## src/rtl/alm_pkg.sv

```systemverilog
package alm_pkg;

    localparam int unsigned REG_W    = 8;
    localparam int unsigned ADDR_W   = 5;
    localparam int unsigned N_FIELDS = 4;

    localparam int unsigned SEC_W  = 7;
    localparam int unsigned MIN_W  = 7;
    localparam int unsigned HOUR_W = 6;
    localparam int unsigned DATE_W = 6;
    localparam int unsigned WDAY_W = 3;
    localparam int unsigned VAL_W  = REG_W - 1;

    localparam logic [ADDR_W-1:0] ADR_CTRL_A   = 5'h00;
    localparam logic [ADDR_W-1:0] ADR_CTRL_B   = 5'h01;
    localparam logic [ADDR_W-1:0] ADR_ALM_BASE = 5'h0A;

    localparam int unsigned BIT_AIE  = 1;
    localparam int unsigned BIT_FLAG = 3;
    localparam int unsigned BIT_EXCL = REG_W - 1;

    localparam logic [REG_W-1:0] ALM_RST = 8'h80;

    typedef enum logic [1:0] {
        FLD_MIN  = 2'd0,
        FLD_HOUR = 2'd1,
        FLD_DATE = 2'd2,
        FLD_WDAY = 2'd3
    } field_e;

    typedef struct packed {
        logic [MIN_W-1:0]  minute;
        logic [HOUR_W-1:0] hour;
        logic [DATE_W-1:0] date;
        logic [WDAY_W-1:0] wday;
    } cal_time_t;

    // Significant-bit mask for each field slot.
    function automatic logic [VAL_W-1:0] field_mask(input int unsigned idx);
        case (field_e'(idx[1:0]))
            FLD_MIN:  return VAL_W'((1 << MIN_W) - 1);
            FLD_HOUR: return VAL_W'((1 << HOUR_W) - 1);
            FLD_DATE: return VAL_W'((1 << DATE_W) - 1);
            default:  return VAL_W'((1 << WDAY_W) - 1);
        endcase
    endfunction

    // Pick the time field for a slot and zero-extend it.
    function automatic logic [VAL_W-1:0] time_field(input cal_time_t t,
                                                    input int unsigned idx);
        case (field_e'(idx[1:0]))
            FLD_MIN:  return VAL_W'(t.minute);
            FLD_HOUR: return VAL_W'(t.hour);
            FLD_DATE: return VAL_W'(t.date);
            default:  return VAL_W'(t.wday);
        endcase
    endfunction

    function automatic logic [ADDR_W-1:0] slot_addr(input int unsigned idx);
        return ADR_ALM_BASE + ADDR_W'(idx);
    endfunction

endpackage

```

## src/rtl/alm_regfile.sv

```systemverilog
module alm_regfile
    import alm_pkg::*;
#(
    parameter int unsigned NF = N_FIELDS,
    parameter int unsigned RW = REG_W,
    parameter int unsigned AW = ADDR_W
) (
    input  logic                 clk,
    input  logic                 rst,
    input  logic                 wr_en,
    input  logic [AW-1:0]        wr_addr,
    input  logic [RW-1:0]        wr_data,
    input  logic [AW-1:0]        rd_addr,
    input  logic                 flag_q,
    output logic [NF-1:0][RW-1:0] alm_q,
    output logic                 aie_q,
    output logic                 clr_req,
    output logic [RW-1:0]        rd_data
);

    for (genvar i = 0; i < NF; i++) begin : g_slot
        always_ff @(posedge clk) begin
            if (rst) begin
                alm_q[i] <= ALM_RST;
            end else if (wr_en && (wr_addr == slot_addr(i))) begin
                alm_q[i] <= wr_data;
            end
        end
    end

    always_ff @(posedge clk) begin
        if (rst) begin
            aie_q <= 1'b0;
        end else if (wr_en && (wr_addr == ADR_CTRL_A)) begin
            aie_q <= wr_data[BIT_AIE];
        end
    end

    assign clr_req = wr_en && (wr_addr == ADR_CTRL_B) && !wr_data[BIT_FLAG];

    always_comb begin
        rd_data = '0;
        if (rd_addr == ADR_CTRL_A) begin
            rd_data[BIT_AIE] = aie_q;
        end else if (rd_addr == ADR_CTRL_B) begin
            rd_data[BIT_FLAG] = flag_q;
        end else begin
            for (int i = 0; i < NF; i++) begin
                if (rd_addr == slot_addr(i)) rd_data = alm_q[i];
            end
        end
    end

endmodule

```

## src/rtl/alm_field_cmp.sv

```systemverilog
module alm_field_cmp
    import alm_pkg::*;
#(
    parameter int unsigned NF = N_FIELDS,
    parameter int unsigned RW = REG_W
) (
    input  logic [NF-1:0][RW-1:0] alm_q,
    input  cal_time_t             now,
    output logic [NF-1:0]         fld_en,
    output logic                  match
);

    localparam int unsigned VW = RW - 1;

    logic [NF-1:0] fld_hit;

    for (genvar i = 0; i < NF; i++) begin : g_fld
        logic [VW-1:0] want;
        logic [VW-1:0] have;
        assign want       = alm_q[i][VW-1:0] & field_mask(i);
        assign have       = time_field(now, i) & field_mask(i);
        assign fld_en[i]  = ~alm_q[i][RW-1];
        assign fld_hit[i] = (want == have);
    end

    // At least one included field, and every included field agrees.
    assign match = (|fld_en) && (&(fld_hit | ~fld_en));

endmodule

```

## src/rtl/alm_flag_ctrl.sv

```systemverilog
module alm_flag_ctrl (
    input  logic clk,
    input  logic rst,
    input  logic eval,
    input  logic match,
    input  logic clr_req,
    input  logic aie_q,
    output logic flag_q,
    output logic irq
);

    always_ff @(posedge clk) begin
        if (rst) begin
            flag_q <= 1'b0;
        end else if (eval && match) begin
            flag_q <= 1'b1;
        end else if (clr_req) begin
            flag_q <= 1'b0;
        end
    end

    assign irq = flag_q & aie_q;

endmodule

```

## src/rtl/alarm_match_unit.sv

```systemverilog
module alarm_match_unit
    import alm_pkg::*;
(
    input  logic              clk,
    input  logic              rst,
    input  logic              time_tick,
    input  logic [SEC_W-1:0]  cur_sec,
    input  logic [MIN_W-1:0]  cur_min,
    input  logic [HOUR_W-1:0] cur_hour,
    input  logic [DATE_W-1:0] cur_date,
    input  logic [WDAY_W-1:0] cur_wday,
    input  logic              wr_en,
    input  logic [ADDR_W-1:0] wr_addr,
    input  logic [REG_W-1:0]  wr_data,
    input  logic [ADDR_W-1:0] rd_addr,
    output logic [REG_W-1:0]  rd_data,
    output logic              alarm_flag,
    output logic              alarm_irq
);

    logic [N_FIELDS-1:0][REG_W-1:0] alm_q;
    logic [N_FIELDS-1:0]            fld_en;
    logic                           aie_q;
    logic                           clr_req;
    logic                           cmp_match;
    logic                           eval;
    cal_time_t                      now;

    assign now  = '{minute: cur_min, hour: cur_hour, date: cur_date, wday: cur_wday};
    assign eval = time_tick && (cur_sec == '0);

    alm_regfile u_regs (
        .clk     (clk),
        .rst     (rst),
        .wr_en   (wr_en),
        .wr_addr (wr_addr),
        .wr_data (wr_data),
        .rd_addr (rd_addr),
        .flag_q  (alarm_flag),
        .alm_q   (alm_q),
        .aie_q   (aie_q),
        .clr_req (clr_req),
        .rd_data (rd_data)
    );

    alm_field_cmp u_cmp (
        .alm_q  (alm_q),
        .now    (now),
        .fld_en (fld_en),
        .match  (cmp_match)
    );

    alm_flag_ctrl u_flag (
        .clk     (clk),
        .rst     (rst),
        .eval    (eval),
        .match   (cmp_match),
        .clr_req (clr_req),
        .aie_q   (aie_q),
        .flag_q  (alarm_flag),
        .irq     (alarm_irq)
    );

endmodule

```

## config.mk

```make
export PLATFORM = sky130hd
export DESIGN_NAME = alarm_match_unit
export DESIGN_NICKNAME = d
export VERILOG_FILES = /design/src/rtl/alm_pkg.sv /design/src/rtl/alm_regfile.sv /design/src/rtl/alm_field_cmp.sv /design/src/rtl/alm_flag_ctrl.sv /design/src/rtl/alarm_match_unit.sv
export SDC_FILE = /design/constraint.sdc
export NUM_CORES = 1
export LEC_CHECK = 0
export CAP_MARGIN = 5
export CORE_ASPECT_RATIO = 1.5
export CORE_MARGIN = 10
export CORE_UTILIZATION = 40
export DETAILED_ROUTE_END_ITERATION = 8
export GPL_TIMING_DRIVEN = 0
export PLACE_DENSITY = 0.69
export SETUP_SLACK_MARGIN = 0.02
export SLEW_MARGIN = 20
export SYNTH_ARGS = -nofsm -noshare
export SYNTH_HDL_FRONTEND = slang
export SYNTH_HIERARCHICAL = 1
export SYNTH_SLANG_ARGS = --single-unit
```

## constraint.sdc

```tcl
create_clock -name clk -period 3.8 [get_ports clk]
set_input_delay 0.76 -clock clk [delete_from_list [all_inputs] [get_ports clk]]
set_output_delay 0.76 -clock clk [all_outputs]
set_load 0.01 [all_outputs]
```

Word level (Yosys, flattened, before mapping)
Cells that the tools add are included.
- register bits: 34
- bits of input ports: 51
- output and inout bits: 10
- eq/ne operators: 14
- muxes and demuxes: 12
- bitwise logic cells: 7
- reduce and logical (&&, ||, !) cells: 17
- operators by type and width (kind ; number):
    5-bit by 4-bit equality test with 1-bit output (second input constant) ; 8
    8-bit 2-to-1 mux ; 4
    6-bit equality test ; 2
    5-bit by 1-bit equality test with 1-bit output (second input constant) ; 2
    1-bit logical AND ; 10
    5-bit zero test ; 2
    7-bit equality test ; 1
    7-bit zero test ; 1
    6-bit 2-to-1 mux ; 1
    1-bit 2-to-1 mux ; 5
    4-bit 2-to-1 mux ; 1
    1-bit inverter ; 4
    4-bit inverter ; 1
    4-bit OR ; 1
    4-bit AND reduction ; 1
    4-bit OR reduction ; 1
    3-bit equality test ; 1
    3-bit 2-to-1 mux ; 1
    2-bit nonzero test ; 1
    1-bit AND ; 1
    1-bit zero test ; 1

Logic depth before layout (Yosys ltp)
Gate-level depths: netlist of the first run.
- depth after elaboration: 7
- depth in mapped cells: 6

Modules after synthesis
Netlist of the first run, hierarchy kept.
- modules (own cells, without submodules) (module ; times used ; cells each ; area each (um2) ; seq. area each (um2)):
    alm_regfile ; 1 ; 191 ; 1722.9 ; 660.6
    alm_field_cmp ; 1 ; 36 ; 270.3 ; 0.0
    alm_flag_ctrl ; 1 ; 5 ; 45.0 ; 20.0
    alarm_match_unit ; 1 ; 3 ; 20.0 ; 0.0

Least setup slack after synthesis of the first run
Ideal clock, no wire load.
- kind: input-to-output
- from: input port rd_addr[0]
- to: output port rd_data[1]
- arrival time: 1716 ps
- path slack: 1324 ps
- stages on the path: 4
- buffers on the path: 2
- path through: buf_2 -> clkbuf_1 -> and4b_1 -> a31o_2
- word-level cells in the longest chain between the ends: 7
- ends and longest elaborated chain (item ; line ; source):
    start, declared ; alarm_match_unit.sv:15 ; input logic [ADDR_W-1:0] rd_addr,
    5-bit by 4-bit equality test with 1-bit output ; alm_regfile.sv:49 ; if (rd_addr == slot_addr(i)) rd_data = alm_q[i];
    8-bit 2-to-1 mux (4 in a row) ; alm_regfile.sv:49 ;
    3-bit 2-to-1 mux ; alm_regfile.sv:45 ; end else if (rd_addr == ADR_CTRL_B) begin
    1-bit 2-to-1 mux (*) ; alm_regfile.sv:43 ; if (rd_addr == ADR_CTRL_A) begin
    end, declared ; alarm_match_unit.sv:16 ; output logic [REG_W-1:0] rd_data,
Every way passes the cells marked *; elsewhere a longest branch is shown, timed or not.

Final worst setup path of the first run
- from: input port rd_addr[0]
- to: output port rd_data[7]
- word-level cells in the longest chain between the ends: 7
- ends and longest elaborated chain (item ; line):
    5-bit by 4-bit equality test with 1-bit output ; alm_regfile.sv:49
    8-bit 2-to-1 mux (4 in a row) ; alm_regfile.sv:49
    4-bit 2-to-1 mux ; alm_regfile.sv:45
    6-bit 2-to-1 mux (*) ; alm_regfile.sv:43
Marks and branches as above.

==> results of run 1 <==
[where the power goes]
group,switching [mW],internal [mW],total [mW]
Sequential,0.00231,0.359,0.361
Clock,0.126,0.146,0.272
Combinational,0.0558,0.0763,0.132
Total,0.184,0.581,0.765
[worst paths after layout]
| check | start | slack [ps] | depth (start not counted) | endpoint |
|---|---|---|---|---|
| max | rd_addr[0] | 240 | 7 | rd_data[7] |
| min | u_regs/alm_q[27] | 480 | 2 | u_regs/alm_q[27] |
| max reg2reg | u_regs/alm_q[6] | 2180 | 6 | u_flag/flag_q |
| min reg2reg | u_regs/alm_q[27] | 480 | 2 | u_regs/alm_q[27] |
[worst max-delay path, stage by stage]
cell             delay, ps
clkdlybuf4s50_1        480
buf_2                  300
clkbuf_2               290
nor2_1                  70
o22a_1                 170
a21oi_1                160
clkdlybuf4s50_1        570
[state kept, by name, indices dropped and copies added (netlist names)]
signal	flops
u_regs/alm_q	32
u_flag/flag_q	1
u_regs/aie_q	1
[per-layer routing]
metal	part of all wire, %	vias to the layer above
li1	-	958
met1	43	898
met2	49	66
met3	6.1	8
met4	1.8	0
met5	0	-
[final cells by class]
cell class	instances	share of cell area, %
buffer	13	2.17
clock buffer	7	3.06
clock inverter	1	0.178
inverter	1	0.133
multi-input combinational	183	46.1
sequential	34	24.1
tap	66	2.93
timing repair buffer	60	21.3
[stage by stage]
stage / hold WS (ps) / instance area (um^2) / util, %
final: 480 / 2820 / 57.7
after global placement: 459 / 2730 / 55.8
after CTS: 481 / 2820 / 57.7
after detailed placement: 463 / 2730 / 55.8
after floorplan: 448 / 2040 / -
after global routing: 508 / 2820 / 57.7
[cell usage in the layout, fill, tap and decap left out, drive strengths merged]
cell / n
clkdlybuf4s50: 60
dfxtp: 34
mux2i: 34
nand2b: 31
clkbuf: 16
nor2: 15
xor2: 15
a21oi: 15
o21ai: 14
nand3: 9
nor4: 7
xnor2: 7
o22a: 6
nand2: 4
buf: 4
and4b: 2
a31oi: 2
nand4bb: 2
and3: 2
or3: 2
nor3: 2
or3b: 2
clkinv: 1
nand4: 1
a41oi: 1
and2: 1
or2: 1
o211ai: 1
inv: 1
o32a: 1
a22oi: 1
or4: 1
o22ai: 1
a31o: 1
nor3b: 1
nand4b: 1
[timing repair]
action	in CTS	in global routing
gates resized for setup	0	2
hold buffers	0	0
setup buffers	0	0
endpoints found under the setup margin	0	6
==> impl_metrics.ini, run 1 <==
[outcome]
outcome = finished, final reports clean

[grt]
grt_first_pass_wirelength_um = 10200
met3_usage_pct = 4.60
busiest_layer = met2
use_met1_pct = 16.7
grt_remaining_overflow = 0
first_global_vias = 2072
grt_max_degree = 11
gr-usage-all-layers_pct = 15.0
met2_usage_pct = 25.9
grt_antenna_before_repair = 0

[place]
hpwl_um = 4980
gp_congestion = 0.884
dpl.cell_count = 357
place_ws_ps = 133
io_buffers = 60

[timing]
rsz0062_at_grt = false
period_minus_slack_ps = 3560
fmax_mhz = 281
report.final.slew_viol_count = 0
period_share_pct = 93.7
setup_slack_ps = 238
setup_tns_ps = 0
setup_viol = 0
hold_violations = 0
worstMarginPinSlew_ps = 1010
skew_ps = 3.74
timing.slew.headroom_pct = 32.3

[routing]
vias_per_cell = 5.29
via_count = 1930
drt_iter0_drc = 98
ant_nets = 0
drtPass1Iterations = 4
wl_um = 6130
wl_per_cell_um = 16.8
drt_drc_violations_left = 0

[finish]
drive_gt1_share_pct = 5.69
final_nets = 349
multiInputGateArea_um2 = 1300
nFillCells = 458
fin_cells = 365
diodes = 0
syn2layout_area_growth_pct = 38.0
seqCellArea_um2 = 681

[cts]
clk_pin_slew_ps = 70
cts_buffers = 5
clock_path_buffers = 2
cts_tree = done
cts-root-buf = clkbuf_8
clock-sinks = 34
cts_max_level = 2
insertion_delay_ps = 280

[synth]
syn_nets = 282
ys.warnings.count = 6
syn_area_um2 = 2040
avgSynthCellArea_um2 = 8.85
syn-instance-count = 231

[floorplan]
num_rows = 31
dieWidth_um = 78.4
design.die.area_um2 = 8430
core_um2 = 4890
die_y_um = 108
io_pins = 61
start_util_pct = 41.8

[setup_path]
cp.required_ps = 3040
crit_path_end_kind = output pin
crit_type = input pin to output pin
start_kind = input pin
path_max_fanout = 10
crit_arrival_ps = 2800

[pwr]
peakVddDrop_mv = 0.200
p_per_area_nw_per_um2 = 271
power.leakage_nw = 1.12
total_power_mw = 0.765

[worst_hold_path]
hold_path.class = flop to flop

[job]
cap_viol_max_count = 0
(Power assumes the default switching activity.)
==> inputs of run 2 (changes only) <==
Settings changed: CTS_BUF_LIST set to sky130_fd_sc_hd__clkbuf_8 sky130_fd_sc_hd__clkbuf_16.
==> impl_metrics.ini, run 2 (synthesis gave the netlist of run 1 again) <==
[timing]
timing.slew.headroom_pct = 32.4
skew_ps = 2.60
period_share_pct = 93.8
setup_tns_ps = 0
hold_violations = 0
period_minus_slack_ps = 3560
fmax_mhz = 281
rsz0062_at_grt = false
setup_viol = 0
hold_slack_ps = 480
worstMarginPinSlew_ps = 1010
setup_slack_ps = 237
report.final.slew_viol_count = 0

[grt]
grt_max_degree = 11
gr-usage-all-layers_pct = 15.0
grt_first_pass_wirelength_um = 10200
grt_antenna_before_repair = 0
grt_remaining_overflow = 0
first_global_vias = 2072

[place]
dpl_cell_area_um2 = 2730
hpwl_um = 4980
gp_congestion = 0.884
place_ws_ps = 133
io_buffers = 60
dpl.cell_count = 357

[finish]
final_common_cell = clkdlybuf4s50_1
fin_cells = 365
reg_top3 = u_regs/alm_q: 32 flops, u_flag/flag_q: 1 flops, u_regs/aie_q: 1 flops
final_area_um2 = 2820
final_cell_mix = clkdlybuf4s50_1, dfxtp_1, mux2i_1
drive_gt1_share_pct = 5.69
diodes = 0
utilization_pct = 57.7
largest_reg_flops = 32
final_nets = 349
syn2layout_area_growth_pct = 38.0
top_register = u_regs/alm_q

[routing]
drt_iter0_drc = 99
ant_nets = 0
via_count = 1927
wl_per_cell_um = 16.8
vias_per_cell = 5.28
drt_drc_violations_left = 0
drtPass1Iterations = 4
wl_um = 6120

[pwr]
switching_share_pct = 24.1
peakVddDrop_mv = 0.200
power.switching_mw = 0.183
total_power_mw = 0.762
power.share.clock_pct = 35.3
seq_power_share_pct = 47.4
power.leakage_nw = 1.13
p_int_mw = 0.578
p_per_area_nw_per_um2 = 270
power_frac_comb_pct = 17.3

[worst_hold_path]
min_to = u_regs/alm_q[27]
hold_path.startpoint = u_regs/alm_q[27]
hold_path_depth = 2
hold_path.class = flop to flop

[outcome]
outcome = finished, final reports clean

[cts]
cts_buffers = 5
cts_tree = done
post_cts_buffers = 0
cts-root-buf = clkbuf_8
clock_path_buffers = 2
insertion_delay_ps = 280
clock-sinks = 34
clk_pin_slew_ps = 70
cts_max_level = 2

[job]
cap_viol_max_count = 0

[setup_path]
timing.rr.end = u_flag/flag_q
path_max_fanout = 10
crit_arrival_ps = 2800
rrSetupSlack_ps = 2170
worst-r2r-cell-count = 6
reg2reg_from = u_regs/alm_q[6]
crit_path_end_kind = output pin
start_kind = input pin
crit_type = input pin to output pin
cp.required_ps = 3040

[floorplan]
die_y_um = 108
start_util_pct = 41.8
num_rows = 31
io_pins = 61
dieWidth_um = 78.4
design.die.area_um2 = 8430
core_um2 = 4890
## run 2: area by class of cell
class                   count  area [um^2]
fillers                   458         2070
multi-input cells         183         1300
flip-flops and latches     34          681
repair buffers             60          601
clock buffers               6         82.6
well taps                  66         82.6
plain buffers              13         61.3
clock inverters             2         8.76
inverters                   1         3.75
## run 2: how the worst max path moves through the flow
stage	from	end	slack, ps	cells after the start
6_report	rd_addr[0]	rd_data[7]	240	7
5_1_grt	rd_addr[0]	rd_data[3]	120	6
4_1_cts	rd_addr[0]	rd_data[5]	110	7
3_5_place_dp	rd_addr[0]	rd_data[5]	130	7
3_3_place_gp	rd_addr[0]	rd_data[7]	140	7
2_1_floorplan	rd_addr[0]	rd_data[1]	1320	4
## run 2: critical path: stages
cell and delay (ps):
clkdlybuf4s50_1 480, buf_2 300, clkbuf_2 290, nor2_1 70
o22a_1 170, a21oi_1 160, clkdlybuf4s50_1 570
## run 2: what timing repair did
item | 4_1_cts | 5_1_grt
hold buffers | 0 | 0
endpoints found under the setup margin | 0 | 6
gates resized for setup | 0 | 2
## run 2: per-layer routing
| metal | routed length, um | share of wire [%] | vias to the layer above | track usage (%) |
|---|---|---|---|---|
| met1 | 2610 | 43 | 894 | 16.7 |
| met2 | 3020 | 49 | 66 | 25.9 |
| met5 | 0 | 0 | - | 0 |
| li1 | - | - | 959 | - |
| met3 | 379 | 6.2 | 8 | 4.60 |
| met4 | 112 | 1.8 | 0 | 5.53 |
## run 2: power groups by stage
| stage | combinational (mW) | clock (mW) | sequential, mW |
|---|---|---|---|
| finish | 0.132 | 0.269 | 0.361 |
| detailed placement | 0.132 | 0 | 0.369 |
| CTS | 0.132 | 0.276 | 0.361 |
| global route | 0.143 | 0.294 | 0.361 |
| floorplan | 0.0526 | 0 | 0.369 |
| global placement | 0.131 | 0 | 0.369 |
